[config.mk]
export PLATFORM = sky130hd
export DESIGN_NAME = irq_vector_ctrl
export DESIGN_NICKNAME = d
export VERILOG_FILES = /design/src/rtl/irq_pkg.sv /design/src/rtl/irq_tick_gen.sv /design/src/rtl/irq_pin_edge.sv /design/src/rtl/irq_req_bank.sv /design/src/rtl/irq_prio_enc.sv /design/src/rtl/irq_vector_ctrl.sv
export SDC_FILE = /design/constraint.sdc
export NUM_CORES = 1
export LEC_CHECK = 0
export ABC_AREA = 1
export BUFFER_PORTS_ARGS = -buffer_cell sky130_fd_sc_hd__buf_2
export CORE_UTILIZATION = 40
export CTS_CLUSTER_SIZE = 16
export DETAILED_ROUTE_END_ITERATION = 6
export SYNTH_ARGS = -nofsm -noshare
export SYNTH_HDL_FRONTEND = slang
export SYNTH_SLANG_ARGS = --single-unit
[constraint.sdc]
create_clock -name clk -period 4.1 [get_ports clk]
set_input_delay 0.41 -clock clk [delete_from_list [all_inputs] [get_ports clk]]
set_output_delay 0.41 -clock clk [all_outputs]
set_load 0.02 [all_outputs]
[src/rtl/irq_pkg.sv]
// Package: shared constants and types of the interrupt vector controller.
// Assumes vector indices double as priority ranks (lower index wins).
package irq_pkg;

    localparam int NUM_VEC  = 7;
    localparam int NUM_MASK = 6;
    localparam int VEC_W    = $clog2(NUM_VEC);

    typedef enum logic [VEC_W-1:0] {
        VEC_SERIAL = 3'd0,
        VEC_TICK   = 3'd1,
        VEC_SLICER = 3'd2,
        VEC_I2C    = 3'd3,
        VEC_CONV   = 3'd4,
        VEC_TIMER  = 3'd5,
        VEC_BREAK  = 3'd6
    } vec_e;

    localparam logic [1:0] ADDR_REQ  = 2'd0;
    localparam logic [1:0] ADDR_EN   = 2'd1;
    localparam logic [1:0] ADDR_CTRL = 2'd2;

    // Control register layout, MSB first: bit3 gdis, bit2 pol, bit1 pin sel, bit0 tick sel.
    typedef struct packed {
        logic gdis;
        logic fall_edge;
        logic pin_sel;
        logic disp_sel;
    } ctrl_t;

    localparam int CTRL_W = $bits(ctrl_t);

endpackage

[src/rtl/irq_tick_gen.sv]
// Module: free-running divider that emits a one-cycle pulse every DIV cycles.
// Assumes DIV >= 2; the count restarts at zero on reset.
module irq_tick_gen #(
    parameter int DIV = 4096
) (
    input  logic clk,
    input  logic rst_n,
    output logic tick_o
);
    localparam int CNT_W = $clog2(DIV);
    localparam logic [CNT_W-1:0] LAST = CNT_W'(DIV - 1);

    logic [CNT_W-1:0] cnt_q;

    // Purpose: advance the divider and wrap at the last count.
    always_ff @(posedge clk) begin
        if (!rst_n)             cnt_q <= '0;
        else if (cnt_q == LAST) cnt_q <= '0;
        else                    cnt_q <= cnt_q + 1'b1;
    end

    assign tick_o = (cnt_q == LAST);
endmodule

[src/rtl/irq_pin_edge.sv]
// Module: synchronizes an asynchronous pin and flags one selected edge.
// Assumes the pin is stable for at least two clock cycles between changes.
// Latency from pin change to edge_o is STAGES clock edges.
module irq_pin_edge #(
    parameter int STAGES = 2
) (
    input  logic clk,
    input  logic rst_n,
    input  logic pin_i,
    input  logic fall_sel_i,
    output logic edge_o
);
    logic [STAGES-1:0] sync_q;
    logic              prev_q;
    logic              cur;

    // Purpose: shift the pin through the synchronizer chain.
    always_ff @(posedge clk) begin
        if (!rst_n) sync_q <= '0;
        else        sync_q <= {sync_q[STAGES-2:0], pin_i};
    end

    assign cur = sync_q[STAGES-1];

    // Purpose: keep the previous synchronized level for edge comparison.
    always_ff @(posedge clk) begin
        if (!rst_n) prev_q <= 1'b0;
        else        prev_q <= cur;
    end

    // Purpose: pick rising or falling change per the polarity control.
    always_comb begin
        if (fall_sel_i) edge_o = prev_q & ~cur;
        else            edge_o = cur & ~prev_q;
    end
endmodule

[src/rtl/irq_req_bank.sv]
// Module: bank of latched request bits. Set beats both clear paths.
// Assumes ack_clr_i is one-hot or zero.
module irq_req_bank #(
    parameter int N = 7
) (
    input  logic         clk,
    input  logic         rst_n,
    input  logic [N-1:0] set_i,
    input  logic [N-1:0] ack_clr_i,
    input  logic         sw_wr_i,
    input  logic [N-1:0] sw_keep_i,
    output logic [N-1:0] req_o
);
    for (genvar i = 0; i < N; i++) begin : g_bit
        // Purpose: hold one request until acknowledge or software clear.
        always_ff @(posedge clk) begin
            if (!rst_n)                       req_o[i] <= 1'b0;
            else if (set_i[i])                req_o[i] <= 1'b1;
            else if (ack_clr_i[i])            req_o[i] <= 1'b0;
            else if (sw_wr_i && !sw_keep_i[i]) req_o[i] <= 1'b0;
        end
    end
endmodule

[src/rtl/irq_prio_enc.sv]
// Module: fixed-priority encoder, lowest set index wins.
// Assumes N fits in W bits.
module irq_prio_enc #(
    parameter int N = 7,
    parameter int W = 3
) (
    input  logic [N-1:0] elig_i,
    output logic         valid_o,
    output logic [W-1:0] idx_o
);
    // Purpose: scan from highest to lowest so the lowest index is kept.
    always_comb begin
        idx_o = '0;
        for (int i = N - 1; i >= 0; i--) begin
            if (elig_i[i]) idx_o = W'(i);
        end
    end

    assign valid_o = |elig_i;
endmodule

[src/rtl/irq_vector_ctrl.sv]
// Module: top of the shared-vector interrupt controller.
// Collects source pulses into request bits, applies enables and the global
// disable flag, and presents the lowest eligible vector index.
// Assumes source pulses are synchronous to clk; ext_pin_i may be asynchronous.
module irq_vector_ctrl
    import irq_pkg::*;
#(
    parameter int TICK_DIV    = 4096,
    parameter int SYNC_STAGES = 2,
    parameter int ADDR_W      = 2,
    parameter int DATA_W      = 8
) (
    input  logic              clk,
    input  logic              rst_n,
    input  logic              serial_req_i,
    input  logic              disp_done_i,
    input  logic              slicer_req_i,
    input  logic              i2c_req_i,
    input  logic              conv_done_i,
    input  logic              ext_pin_i,
    input  logic              tmr_a_ovf_i,
    input  logic              tmr_b_ovf_i,
    input  logic              brk_req_i,
    input  logic              wr_en_i,
    input  logic [ADDR_W-1:0] wr_addr_i,
    input  logic [DATA_W-1:0] wr_data_i,
    input  logic              ack_i,
    output logic              irq_valid_o,
    output logic [VEC_W-1:0]  irq_vec_o
);
    ctrl_t               ctrl_q;
    logic [NUM_MASK-1:0] en_q;
    logic [NUM_VEC-1:0]  req_q;
    logic [NUM_VEC-1:0]  set_vec;
    logic [NUM_VEC-1:0]  ack_clr;
    logic [NUM_VEC-1:0]  elig;
    logic                tick_pulse;
    logic                pin_edge;
    logic                gdis;
    logic                wr_req;
    logic                unused_wr_hi;

    assign gdis         = ctrl_q.gdis;
    assign wr_req       = wr_en_i && (wr_addr_i == ADDR_W'(ADDR_REQ));
    assign unused_wr_hi = ^wr_data_i[DATA_W-1:NUM_VEC];

    irq_tick_gen #(.DIV(TICK_DIV)) u_tick (
        .clk    (clk),
        .rst_n  (rst_n),
        .tick_o (tick_pulse)
    );

    irq_pin_edge #(.STAGES(SYNC_STAGES)) u_pin (
        .clk        (clk),
        .rst_n      (rst_n),
        .pin_i      (ext_pin_i),
        .fall_sel_i (ctrl_q.fall_edge),
        .edge_o     (pin_edge)
    );

    // Purpose: control register; interrupts come out of reset masked.
    always_ff @(posedge clk) begin
        if (!rst_n) begin
            ctrl_q <= '{gdis: 1'b1, fall_edge: 1'b0, pin_sel: 1'b0, disp_sel: 1'b0};
        end else if (wr_en_i && wr_addr_i == ADDR_W'(ADDR_CTRL)) begin
            ctrl_q <= ctrl_t'(wr_data_i[CTRL_W-1:0]);
        end
    end

    // Purpose: per-vector enable bits for the maskable vectors.
    always_ff @(posedge clk) begin
        if (!rst_n)                                         en_q <= '0;
        else if (wr_en_i && wr_addr_i == ADDR_W'(ADDR_EN)) en_q <= wr_data_i[NUM_MASK-1:0];
    end

    // Purpose: route each source, or the selected one of a pair, to its vector.
    always_comb begin
        set_vec             = '0;
        set_vec[VEC_SERIAL] = serial_req_i;
        set_vec[VEC_TICK]   = ctrl_q.disp_sel ? disp_done_i : tick_pulse;
        set_vec[VEC_SLICER] = slicer_req_i;
        set_vec[VEC_I2C]    = i2c_req_i;
        set_vec[VEC_CONV]   = ctrl_q.pin_sel ? pin_edge : conv_done_i;
        set_vec[VEC_TIMER]  = tmr_a_ovf_i | tmr_b_ovf_i;
        set_vec[VEC_BREAK]  = brk_req_i;
    end

    // Purpose: turn an acknowledge into a clear of the presented vector only.
    always_comb begin
        ack_clr = '0;
        if (ack_i && irq_valid_o) ack_clr[irq_vec_o] = 1'b1;
    end

    irq_req_bank #(.N(NUM_VEC)) u_bank (
        .clk       (clk),
        .rst_n     (rst_n),
        .set_i     (set_vec),
        .ack_clr_i (ack_clr),
        .sw_wr_i   (wr_req),
        .sw_keep_i (wr_data_i[NUM_VEC-1:0]),
        .req_o     (req_q)
    );

    // Purpose: maskable vectors need enable and no global disable; break does not.
    always_comb begin
        elig = {req_q[VEC_BREAK], req_q[NUM_MASK-1:0] & en_q & {NUM_MASK{~gdis}}};
    end

    irq_prio_enc #(.N(NUM_VEC), .W(VEC_W)) u_enc (
        .elig_i  (elig),
        .valid_o (irq_valid_o),
        .idx_o   (irq_vec_o)
    );
endmodule

# Yosys cells after proc, flatten, opt, wreduce, memory -nomap -nowiden
# Cells that the tools add are included.
# Widths: inputs -> output; s select.
[op_classes]
magnitude_cmp = 2
n_mux = 34
add_sub_neg = 1
n_eq_ne = 3
reduce_logical = 29
n_bitwise = 9
[ops]
columns = ["op", "count"]
rows = [
  ["$mux 1", 25],
  ["$mux 3", 7],
  ["$reduce_bool 3->1", 7],
  ["$add 12x1->12 const B", 1],
  ["$and 6x6->6", 2],
  ["$eq 12x12->1 const B", 1],
  ["$logic_and 1x1->1", 12],
  ["$logic_not 1->1", 7],
  ["$mux 7", 1],
  ["$reduce_or 7->1", 1],
  ["$lt 3x4->1 const B", 1],
  ["$not 1->1", 4],
  ["$demux 1 s3", 1],
  ["$ge 3x1->1 const B", 1],
  ["$and 1x1->1", 2],
  ["$eq 2x1->1 const B", 1],
  ["$eq 2x2->1 const B", 1],
  ["$logic_not 2->1", 1],
  ["$reduce_or 2->1", 1],
  ["$or 1x1->1", 1],
]
[totals]
regBits = 32
word_cells = 93
output_inout_bits = 4
input_bits = 23

# Longest topological paths before layout
[depth]
word_depth = 15
mapped_depth = 11
ltp_nobuf = 11

# Modules after synthesis
# From an unflattened synthesis, not the netlist that was laid out.
[hier_totals]
hier_cells = 264
hier_area_um2 = 1720.4
[modules_own_cells]
columns = ["module", "seq_area_each_um2", "area_per_inst_um2", "cells_each", "n_inst"]
rows = [
  ["irq_vector_ctrl", 200.2, 578.1, 102, 1],
  ["irq_tick_gen", 240.2, 554.3, 72, 1],
  ["irq_req_bank", 140.1, 389.1, 57, 1],
  ["irq_pin_edge", 60.1, 107.6, 15, 1],
  ["irq_prio_enc", 0.0, 91.3, 18, 1],
]

# Worst setup path after synthesis
# No wires, ideal clock.
[synth_path]
kind = "register -> register"
startpoint = "reg u_tick.cnt_q[0]"
endpoint = "reg u_tick.cnt_q[8]"
synth_period_minus_slack_ps = 1361
path_stages_with_launch = 8
arrival_time_ps = 1247
n_path_buf = 1
setup_slack_ps = 2739
setup_time_ps = 114
required_ps = 3986
cell_sequence = "dfxtp_1 > ha_1 > nand2_1 > nor3_4 > nand3_2 > o21ai_2 > buf_4 > nor2_1"
[synth_via]
elab_chain_cells = 2
word_cells_on_any_way = 3
classes_between = "add/sub: 1; eq/ne: 1; reduce/logical: 1"
[synth_lines]
columns = ["element", "line", "source"]
rows = [
  ["start, declared", "irq_tick_gen.sv:13", "logic [CNT_W-1:0] cnt_q;"],
  ["start signal, assigned", "irq_tick_gen.sv:19", "else cnt_q <= cnt_q + 1'b1;"],
  ["parallel branches: the longest is 2 deep, another holds $add 12x1->12", "-", ""],
]
# Several ways; the timed one is not identified.
# A chain may end at the register's enable or synchronous reset.

# Worst setup path in the final report
[layout_path]
startpoint = "reg u_bank.req_o[5]"
endpoint = "out irq_vec_o[0]"
[layout_via]
elab_chain_cells = 8
[layout_lines]
columns = ["element", "line", "source"]
rows = [
  ["start, declared", "irq_req_bank.sv:12", "output logic [N-1:0] req_o"],
  ["start signal, assigned by index", "irq_req_bank.sv:17", "if (!rst_n) req_o[i] <= 1'b0;"],
  ["start signal, assigned by index", "irq_req_bank.sv:18", "else if (set_i[i]) req_o[i] <= 1'b1;"],
  ["start signal, assigned by index", "irq_req_bank.sv:19", "else if (ack_clr_i[i]) req_o[i] <= 1'b0;"],
  ["$and 6x6->6 (2 in series)", "irq_vector_ctrl.sv:106", "elig = {req_q[VEC_BREAK], req_q[NUM_MASK-1:0] & en_q & {NUM_MASK{~gdis}}};"],
  ["$mux 3 (6 in series)", "irq_prio_enc.sv:15", "if (elig_i[i]) idx_o = W'(i);"],
  ["end, declared", "irq_vector_ctrl.sv:29", "output logic [VEC_W-1:0] irq_vec_o"],
]
# Every way passes these cells.

==> impl_metrics.ini <==
[setup_path]
cp_max_fo = 5
path_delay_family = simple AND/OR/NAND/NOR gates
critical_path_arrival_ns = 1.41
crit_top_cell = nand2_1
cp.required_ns = 3.69
critPathKind = reg -> out
crit_chain = nand2_1 > nor2_1 > nand2_1 > nand2_1 > nand2_1 > nand2_1 > nand2_1 > inv_1 > buf_2
critPathLaunchType = flop
worst_path_largest_cell_delay_ns = 0.36
crit_path_end_kind = output pin
path_buf_inv = 2
rr_startpoint = u_tick.cnt_q[0]$_SDFF_PP0_
crit_slowest_cell = dfxtp_1
crit_path_start = u_bank.req_o[5]$_SDFFE_PN0P_

[placed_design]
port_buffers = 25
dp_hpwl_um = 2240
pre_cts_ws_ns = 2.28
place_congestion = 0.786

[grt]
grt_start_max_net_pins = 17
overflow = 0
grt_pass1_vias = 1214
antenna_found_initial = 0
grt_use_total_pct = 16.4
grt_pass1_wl_um = 5030

[synthesis]
synth-adder-area-share_pct = 0.850
synth-seq-cells = 32
synth_area_per_cell_sq_um = 7.08
synth_top_family_by_area = simple AND/OR/NAND/NOR gates
synth_compound_area_share_pct = 10.5
synthTopCellsByArea = dfxtp_1, nor2_1, nand2_1
yosys_warnings = 0
postSynthCellCount = 208
syn_area_sq_um = 1470
synth.distinct_cells = 24
synth_top_cell_area_share_pct = 43.5
synth-xor-area-share_pct = 4.16
synthMuxAreaShare_pct = 0
synthSimpleGateAreaFrac_pct = 31.3
syn-num-nets = 232
ys_seq_area_share_pct = 43.5
yosys.area.top_type = dfxtp_1

[power]
p_int_w = 0.000464
ir_drop_uv = 269
total_power_w = 0.000610
p_leak_nw = 0.852
power.density_nw_per_um2 = 355
p_sw_w = 0.000147
p_clk_share_pct = 35.7
p_comb_share_pct = 9.8
swShare_pct = 24.1
p_seq_share_pct = 54.5

[cells_and_area]
layout-drive-gt1-share_pct = 19.7
area_growth_pct = 16.9
fill_cells = 364
layout.nets = 262
multiInputGateArea_sq_um = 689
ff_latch_area_sq_um = 641
utilization_pct = 50.0
antenna_cells_inserted = 0

[sta]
finalWorstSetupSlack_ns = 2.28
holdWs_ns = 0.314
timing.final.max_slew_violations = 0
fin_worst_skew_ns = 0.00423
fin_crit_sh_pct = 44.4
finalSetupViolations = 0
tns_ns = 0
relSlewSlack_pct = 54.3
min_period_ns = 1.82
fmax_mhz = 549
tightestPinTransition_ns = 0.680
rsz0062_at_grt = no
hold_viol = 0

[detailed_routing]
avgViaCountPerCell = 4.65
vias = 1321
dr.pass1.iters = 4
wl_per_cell_um = 10.3
drt_first_iter_violations = 46
wl_um = 2920
ant_nets = 0
drcViolationCount = 0

[clock_tree]
clockBufferDepth = 2
root_buffer = clkbuf_8
path_clk_slew_ns = 0.06
ctsResizeCount = 0
cts_hold_buf = 0
cts_made_buffers = 5
cts_sinks = 32
cts_tree = yes
post_cts_buffers = 0
clkLatencyLatePin_ns = 0.28
htreeDepth = 2

[die]
fp.dieW_um = 62.7
core_area_sq_um = 3440
start_util_pct = 42.8
pin_count = 27
die_area_sq_um = 3930
die_h_um = 62.7
rows = 21

[outcome]
status = complete, no violations

[hold_path]
hold_class = in -> reg
hp-start = ext_pin_i

[run]
maxCapViolations = 0
-- flip-flops by register name, indices dropped and copies added, names as in the netlist --
name	flops
en_q	6
u_tick.cnt_q	12
u_pin.prev_q	1
u_bank.req_o	7
u_pin.sync_q	2
ctrl_q	3
gdis	1
-- through the flow --
step	instance area [sq um]	cells
after floorplan	1470	208
after global placement	1640	277
after detailed placement	1640	277
after CTS	1720	284
after global routing	1720	284
final	1720	284
-- routing by layer --
layer	part of all wire, %	vias up	track usage [%]	wire [um]
met2	47	25	27.4	1370
met4	2.2	0	8.72	64
met5	0	-	0	0
met3	4.5	9	5.11	132
li1	-	709	-	-
met1	46	578	18.7	1350
-- final cells by class --
type,instances,area share (%)
Clock inverter,1,0.291
Clock buffer,6,4.22
Inverter,35,7.63
Tap cell,46,3.34
Sequential cell,32,37.2
Timing Repair Buffer,25,7.27
Multi-Input combinational cell,139,40.0
-- path summary, 6_finish.rpt --
check / cells after the start / to / slack, ns
setup / recovery: 9 / irq_vec_o[0] / 2.28
hold / removal: 3 / u_pin.sync_q[0]$_SDFF_PN0_ / 0.31
setup reg to reg: 7 / u_tick.cnt_q[11]$_SDFF_PP0_ / 2.32
hold reg to reg: 2 / u_pin.sync_q[1]$_SDFF_PN0_ / 0.41
-- synth_stat cells --
library cell and instances:
nor2_1 34, nand2_1 33, dfxtp_1 32, inv_1 32, nand3_1 17, o21ai_0 15
a21oi_1 10, xor2_1 7, nor3_1 6, nor2_2 4, inv_2 3, nand2_2 3
and2_2 1, buf_4 1, clkbuf_1 1, ha_1 1, nand3_2 1, nor3_2 1
nor3_4 1, o211ai_1 1, o21ai_2 1, o21bai_1 1, o22ai_1 1, or2_2 1
-- worst register-to-register path, cell delays in order, from the launching register on --
cell and delay [ns]:
dfxtp_1 0.35, ha_1 0.18, nand2_1 0.10, nor3_4 0.26, nand3_2 0.13, o21ai_2 0.40, o21bai_1 0.18, a21oi_1 0.05
-- logic make-up after synthesis --
| kind of cell | after synthesis |
|---|---|
| AND/OR/NAND/NOR | 102 |
| buffers and inverters | 37 |
| flip-flops | 32 |
| AO/OA/AOI/OAI | 29 |
| XOR/XNOR | 7 |
| adder cells (fa/ha/maj) | 1 |
-- placed cells by master (no fill, tap or decap), types with 3 or more instances in the layout --
cell type / instances
nor2_1: 34
nand2_1: 33
inv_1: 32
dfxtp_1: 32
buf_2: 25
nand3_1: 17
o21ai_0: 15
a21oi_1: 10
xor2_1: 7
nor3_1: 6
clkbuf_8: 5
nor2_2: 4
inv_2: 3
nand2_2: 3
-- power groups by stage --
stage	Sequential (W)	Combinational (W)	Clock, W
after global routing	0.000334	0.0000694	0.000244
after CTS	0.000333	0.0000608	0.000227
after global placement	0.000339	0.0000598	0
final	0.000333	0.0000597	0.000218
after detailed placement	0.000340	0.0000606	0
after floorplan	0.000337	0.0000390	0
(Power assumes the default switching activity.)
